===== src/rtl/adc_cmd_port.sv =====
module adc_cmd_port #(
  parameter int REG_W       = 16,
  parameter int DATA_W      = 24,
  parameter int RESYNC_ONES = 32,
  parameter int DATA_SEL    = 7
) (
  input  logic              clk,
  input  logic              rst_n,
  input  logic              cs_n,
  input  logic              sclk,
  input  logic              din,
  output logic              dout,
  output logic              dout_en,
  input  logic [DATA_W-1:0] data_word,
  input  logic              data_valid,
  input  logic              scan_en,
  input  logic [REG_W-1:0]  reg_rdata,
  output logic [2:0]        reg_sel,
  output logic [REG_W-1:0]  reg_wdata,
  output logic              reg_wr,
  output logic              standby,
  output logic              fsync,
  output logic              soft_rst,
  output logic              rdy_n
);
  localparam int TXW = (REG_W > DATA_W) ? REG_W : DATA_W;
  localparam int CW  = $clog2(TXW + 1);
  localparam int OW  = $clog2(RESYNC_ONES + 1);

  typedef enum logic [1:0] {ST_IDLE, ST_CMD, ST_XFER, ST_CONT} st_t;

  st_t          st;
  logic         cs_m, cs_s, cs_p, sk_m, sk_s, sk_p, di_m, di_s;
  logic         cpol, rdy, rw_q, cont_arm, dout_q;
  logic [6:0]   cmd_sr;
  logic [CW-1:0] bitcnt, xlen;
  logic [OW-1:0] ones;
  logic [REG_W-1:0] rx_sr;
  logic [TXW-1:0]   tx_sr, src;
  logic [7:0]   cmd_w, status;
  logic         cs_fall, cap, lau, tx_on;

  assign cs_fall = cs_p & ~cs_s;
  assign cap     = ~cs_s & (cpol ? (sk_s & ~sk_p) : (~sk_s & sk_p));
  assign lau     = ~cs_s & (cpol ? (~sk_s & sk_p) : (sk_s & ~sk_p));
  assign cmd_w   = {cmd_sr, di_s};
  assign status  = {rdy, 3'b000, 1'b1, 1'b0, standby, fsync};
  assign tx_on   = (st == ST_XFER && rw_q) || st == ST_CONT;
  assign dout_en = ~cs_s & tx_on;
  assign dout    = dout_en & dout_q;
  assign rdy_n   = ~rdy;

  always_comb begin
    if (reg_sel == 3'd0)          src = TXW'(status) << (TXW - 8);
    else if (reg_sel == DATA_SEL) src = TXW'(data_word) << (TXW - DATA_W);
    else                          src = TXW'(reg_rdata) << (TXW - REG_W);
  end

  always_ff @(posedge clk or negedge rst_n) begin
    if (!rst_n) begin
      {cs_m, cs_s, cs_p} <= 3'b111;
      {sk_m, sk_s, sk_p} <= 3'b111;
      {di_m, di_s}       <= 2'b00;
    end else begin
      cs_m <= cs_n; cs_s <= cs_m; cs_p <= cs_s;
      sk_m <= sclk; sk_s <= sk_m; sk_p <= sk_s;
      di_m <= din;  di_s <= di_m;
    end
  end

  always_ff @(posedge clk or negedge rst_n) begin
    if (!rst_n) begin
      st <= ST_IDLE; cpol <= 1'b1; rdy <= 1'b0; rw_q <= 1'b0;
      cont_arm <= 1'b0; dout_q <= 1'b0; cmd_sr <= '0; bitcnt <= '0;
      xlen <= '0; ones <= '0; rx_sr <= '0; tx_sr <= '0;
      reg_sel <= '0; reg_wdata <= '0; reg_wr <= 1'b0;
      standby <= 1'b0; fsync <= 1'b0; soft_rst <= 1'b0;
    end else begin
      reg_wr   <= 1'b0;
      soft_rst <= 1'b0;
      if (cs_fall) cpol <= sk_s;

      if (cs_s) begin
        st <= ST_IDLE; bitcnt <= '0; ones <= '0; cont_arm <= 1'b0;
      end else begin
        if (lau && tx_on) begin
          if (bitcnt == '0) begin
            dout_q <= src[TXW-1];
            tx_sr  <= src << 1;
          end else begin
            dout_q <= tx_sr[TXW-1];
            tx_sr  <= tx_sr << 1;
          end
        end

        if (cap) begin
          case (st)
            ST_IDLE: if (!di_s) begin
              st <= ST_CMD; bitcnt <= CW'(1); cmd_sr <= '0;
            end
            ST_CMD: begin
              cmd_sr <= {cmd_sr[5:0], di_s};
              bitcnt <= bitcnt + 1'b1;
              if (bitcnt == CW'(7)) begin
                bitcnt <= '0;
                if (cmd_w[2]) begin
                  reg_sel <= '0; standby <= 1'b0; fsync <= 1'b0;
                  rw_q <= 1'b0; rdy <= 1'b0; cont_arm <= 1'b0;
                  soft_rst <= 1'b1; st <= ST_IDLE;
                end else begin
                  reg_sel <= cmd_w[6:4]; rw_q <= cmd_w[3];
                  standby <= cmd_w[1];   fsync <= cmd_w[0];
                  cont_arm <= (cmd_w == {1'b0, 3'(DATA_SEL), 4'b1000}) && scan_en;
                  if (cmd_w[6:4] == 3'd0)            xlen <= CW'(8);
                  else if (cmd_w[6:4] == DATA_SEL)   xlen <= CW'(DATA_W);
                  else                               xlen <= CW'(REG_W);
                  st <= (cmd_w[6:4] == 3'd0 && !cmd_w[3]) ? ST_IDLE : ST_XFER;
                end
              end
            end
            ST_XFER: begin
              rx_sr  <= {rx_sr[REG_W-2:0], di_s};
              bitcnt <= bitcnt + 1'b1;
              if (bitcnt == xlen - 1'b1) begin
                bitcnt <= '0;
                if (!rw_q && reg_sel != 3'd0 && reg_sel != DATA_SEL) begin
                  reg_wr    <= 1'b1;
                  reg_wdata <= {rx_sr[REG_W-2:0], di_s};
                end
                if (rw_q && reg_sel == DATA_SEL) rdy <= 1'b0;
                st <= cont_arm ? ST_CONT : ST_IDLE;
              end
            end
            ST_CONT: begin
              if (bitcnt == '0 && !di_s) begin
                st <= ST_CMD; bitcnt <= CW'(1); cmd_sr <= '0; cont_arm <= 1'b0;
              end else if (bitcnt == CW'(DATA_W - 1)) begin
                bitcnt <= '0; rdy <= 1'b0;
              end else begin
                bitcnt <= bitcnt + 1'b1;
              end
            end
            default: st <= ST_IDLE;
          endcase

          if (st != ST_CONT) begin
            ones <= di_s ? ones + 1'b1 : '0;
            if (di_s && ones == OW'(RESYNC_ONES - 1)) begin
              ones <= '0; st <= ST_IDLE; bitcnt <= '0;
              cont_arm <= 1'b0; reg_wr <= 1'b0;
            end
          end
        end
      end

      if (data_valid) rdy <= 1'b1;
    end
  end
endmodule



===== config.mk =====
export PLATFORM = sky130hd
export DESIGN_NAME = adc_cmd_port
export DESIGN_NICKNAME = d
export VERILOG_FILES = /design/src/rtl/adc_cmd_port.sv
export SDC_FILE = /design/constraint.sdc
export NUM_CORES = 1
export LEC_CHECK = 0
export BUFFER_PORTS_ARGS = -buffer_cell sky130_fd_sc_hd__buf_2
export CORE_MARGIN = 2
export CORE_UTILIZATION = 35
export DETAILED_ROUTE_END_ITERATION = 6
export SLEW_MARGIN = 20
export SYNTH_ARGS = -nofsm -noshare
export SYNTH_HDL_FRONTEND = slang
export SYNTH_SLANG_ARGS = --single-unit

===== constraint.sdc =====
create_clock -name clk -period 4.5 [get_ports clk]
set_input_delay 0.675 -clock clk [delete_from_list [all_inputs] [get_ports clk]]
set_output_delay 0.675 -clock clk [all_outputs]
set_load 0.03 [all_outputs]

==> key figures <==
Cells and area
  – Fillers: 1,283
  – Fin area: 5470 µm²
  – Fraction of layout cells with a size suffix above 1: about a quarter
  – Area grow syn2layout: 17.5%
  – # nets final: 566
  – Most frequent cells in the layout: dfrtp_1, buf_2, nand2_1
  – Register area: about 2400 µm²
  – Most common cell after layout, fill and taps aside: dfrtp_1
  – Multi-input gate area in the final layout: approximately 2100 µm²
  – Final Util: a little over two fifths

Power
  – Clk pwr share: between 40% and 50%
  – Comb pwr share: 6.2%
  – Pwr/cell area: 342 nW/µm²
  – Peak supply drop: ~0.26 mV
  – Internal: 1450 µW
  – LEAKAGE: 0.00269 µW
  – Switching share of power: between 20% and 30%
  – Switching Power: just over 400 µW
  – Seq pwr share: between 40% and 50%

Drt
  – Final wirelength: 10,300 µm
  – Vias: between 3,000 and 4,000
  – Vias per cell: between 5 and 6
  – Detailed-route wire length per cell: ~15 µm
  – Number of DRC markers in iteration 0: 270
  – Detailed Routing Iterations Pass 1: 5
  – Drc violations: 0
  – Routed Antenna Nets: 0

Clock network
  – Clock latency on the worst-skew pair: around 0.34 ns
  – Post-CTS Setup Inserts: 0
  – CTS Hold Bufs: 0
  – Htree depth: 3
  – CTS tree: yes
  – Clock transition at path regs: 0.07 ns
  – PostCTS Resize Cnt: 0
  – CTS root buf: clkbuf_16
  – Clock tree buffer depth: 2
  – Total CTS buffers: 9
  – Sink Count: 96

Setup path
  – Crit path launch type: flop
  – FF-to-FF setup slack: 1.79 ns
  – Type of the worst setup path: reg2reg
  – Kind of cell adding the most delay to the critical path: simple AND/OR/NAND/NOR gates
  – Crit-path max FO: 17
  – Worst path max stage delay: 0.61 ns
  – Arrival time worst endpoint: 2.94 ns
  – FF-to-FF Start: sk_p
  – WP buf/inv: 0
  – Cells along the critical path: or3b_4 > and2_4 > or3_1 > nand3b_4 > mux2_4
  – CP max-delay cell: or3_1
  – Critical Path Source: sk_p
  – WP data required: around 4.7 ns
  – Worst setup EP type: flop

Yosys
  – Mapped Nets: 510
  – Avg Cell Area, Syn: between 10 and 15 µm²
  – Post-synth EDFFs: 0
  – Yosys warns: 0
  – Synth Register Bits: 96
  – Syn Inst Count: 460
  – Post-synth top flop: dfrtp_1
  – Register area share after synthesis: just over 50%
  – Mapped cell area: between 4000 and 5000 µm²
  – Count of different cell masters after synthesis: a little under 60
  – Ys async rst share: 100%

Timing
  – Final-report max-slew violation count: 0
  – Setup Skew: slightly above 0.006 ns
  – Endpoints failing setup: 0
  – Post-route setup slack: 1.79 ns
  – Post-route clock period utilization: between 60% and 70%
  – Max-slew headroom: between 30% and 40%
  – Min cycle time layout: 2.71 ns
  – RSZ-0062 raised after global routing: no
  – Worst-Margin Slew: roughly 1.0 ns
  – Final Hold Vio Count: 0
  – Fmax: 0.369 GHz
  – Worst hold slack: between 0.3 and 0.4 ns
  – Setup tns final: 0 ns

Min path
  – Hold path startpoint: di_m
  – Hold WC Path Type: reg2reg

Die
  – Initial core utilization: a little over a third
  – Core area: 13,100 µm²
  – Die ar.: approximately 14,000 µm²
  – Boundary Pins: 73
  – DIE HEIGHT: ~120 µm
  – Die width: 119 µm
  – Row count: 42

Global routing
  – Number of global-route vias before repair: ~3,500
  – Global-route wire length before repair: about 18,000 µm
  – GR Util All Layers: 15.3%
  – Initial antenna violation count: 0
  – Remaining global-route overflow: 0
  – Largest net degree at the start of global routing: 58

Placement
  – Routability Congestion: around 0.78
  – Dpl cell area: 5120 µm²
  – IO buf count: approximately 70
  – DPL Wire Length: a little over 7000 µm
  – Pre-CTS setup slack: about 1.8 ns

Flow run
  – Max cap viols: 0

Run status
  – Status: complete, no violations
==> per-stage QoR <==
step           std cells  total power (µW)
3_3_place_gp         681              1040
4_1_cts              697              1900
2_1_floorplan        460               979
3_5_place_dp         681              1040
6_report             698              1870
5_1_grt              697              1940
==> power groups by stage <==
stage                     logic [µW]  clock network [µW]  registers (µW)
after floorplan                 69.9                   0             909
after global placement           116                   0             920
after detailed placement         118                   0             921
after CTS                        119                 873             905
after global routing             134                 902             908
final                            116                 845             905
==> Yosys cell counts (3+ instances only) <==
cell,count,area share (%)
nand2_1,64,5.2
and2_1,4,0.54
nand4b_1,3,0.57
nor4_1,4,0.54
o21ai_0,30,3.2
dfrtp_1,89,48
a22o_1,11,2.1
mux2_2,24,5.8
nor2_1,34,2.7
nand2b_1,7,0.94
xnor2_1,3,0.57
dfstp_2,7,4.0
nor3_1,9,0.97
inv_1,7,0.57
a21o_1,4,0.65
nor2b_1,6,0.81
a221oi_1,7,1.3
o22ai_1,3,0.40
ha_1,3,0.81
and3_1,5,0.67
mux2_4,10,3.2
a221o_1,3,0.65
clkbuf_1,26,2.1
nand4_1,3,0.40
nand3_1,11,1.2
a21oi_1,41,4.4
==> worst paths after layout <==
| path | to | depth (start not counted) |
|---|---|---|
| min reg2reg | di_s | 0 |
| min | di_s | 0 |
| min in group asynchronous | tx_sr[13] | 1 |
| max | reg_wdata[8] | 5 |
| max in group asynchronous | bitcnt[4] | 2 |
| max reg2reg | reg_wdata[8] | 5 |
==> layer usage <==
layer	up-vias	global-route usage, %	part of all wire [%]
met5	-	0	0
met4	0	3.20	1.0
met3	9	5.22	6.4
met2	103	23.9	46
met1	1709	20.8	47
li1	1765	-	-
==> flip-flops by register name, summed over array words and instances (netlist names), 2 cells and up <==
name	flops
bitcnt	5
cmd_sr	7
ones	6
reg_sel	3
reg_wdata	16
rx_sr	15
st	2
tx_sr	23
xlen	2
==> kinds of logic after synthesis <==
family / share of synthesized area [%]
buffers and inverters: 3.26
AND/OR/NAND/NOR: 17.5
adder cells (fa/ha/maj): 0.807
multiplexers: 9.26
flip-flops: 51.9
XOR/XNOR: 0.942
AO/OA/AOI/OAI: 16.4
==> final cells by class <==
| cell class | instances | share of cell area [%] |
|---|---|---|
| Antenna cell | 1 | 0.0458 |
| Clock buffer | 11 | 4.62 |
| Clock inverter | 5 | 1.60 |
| Inverter | 7 | 0.481 |
| Multi-Input combinational cell | 328 | 38.2 |
| Sequential cell | 96 | 44.1 |
| Tap cell | 176 | 4.03 |
| Timing Repair Buffer | 74 | 6.91 |
Note: power is estimated with default switching activity, not from simulation.
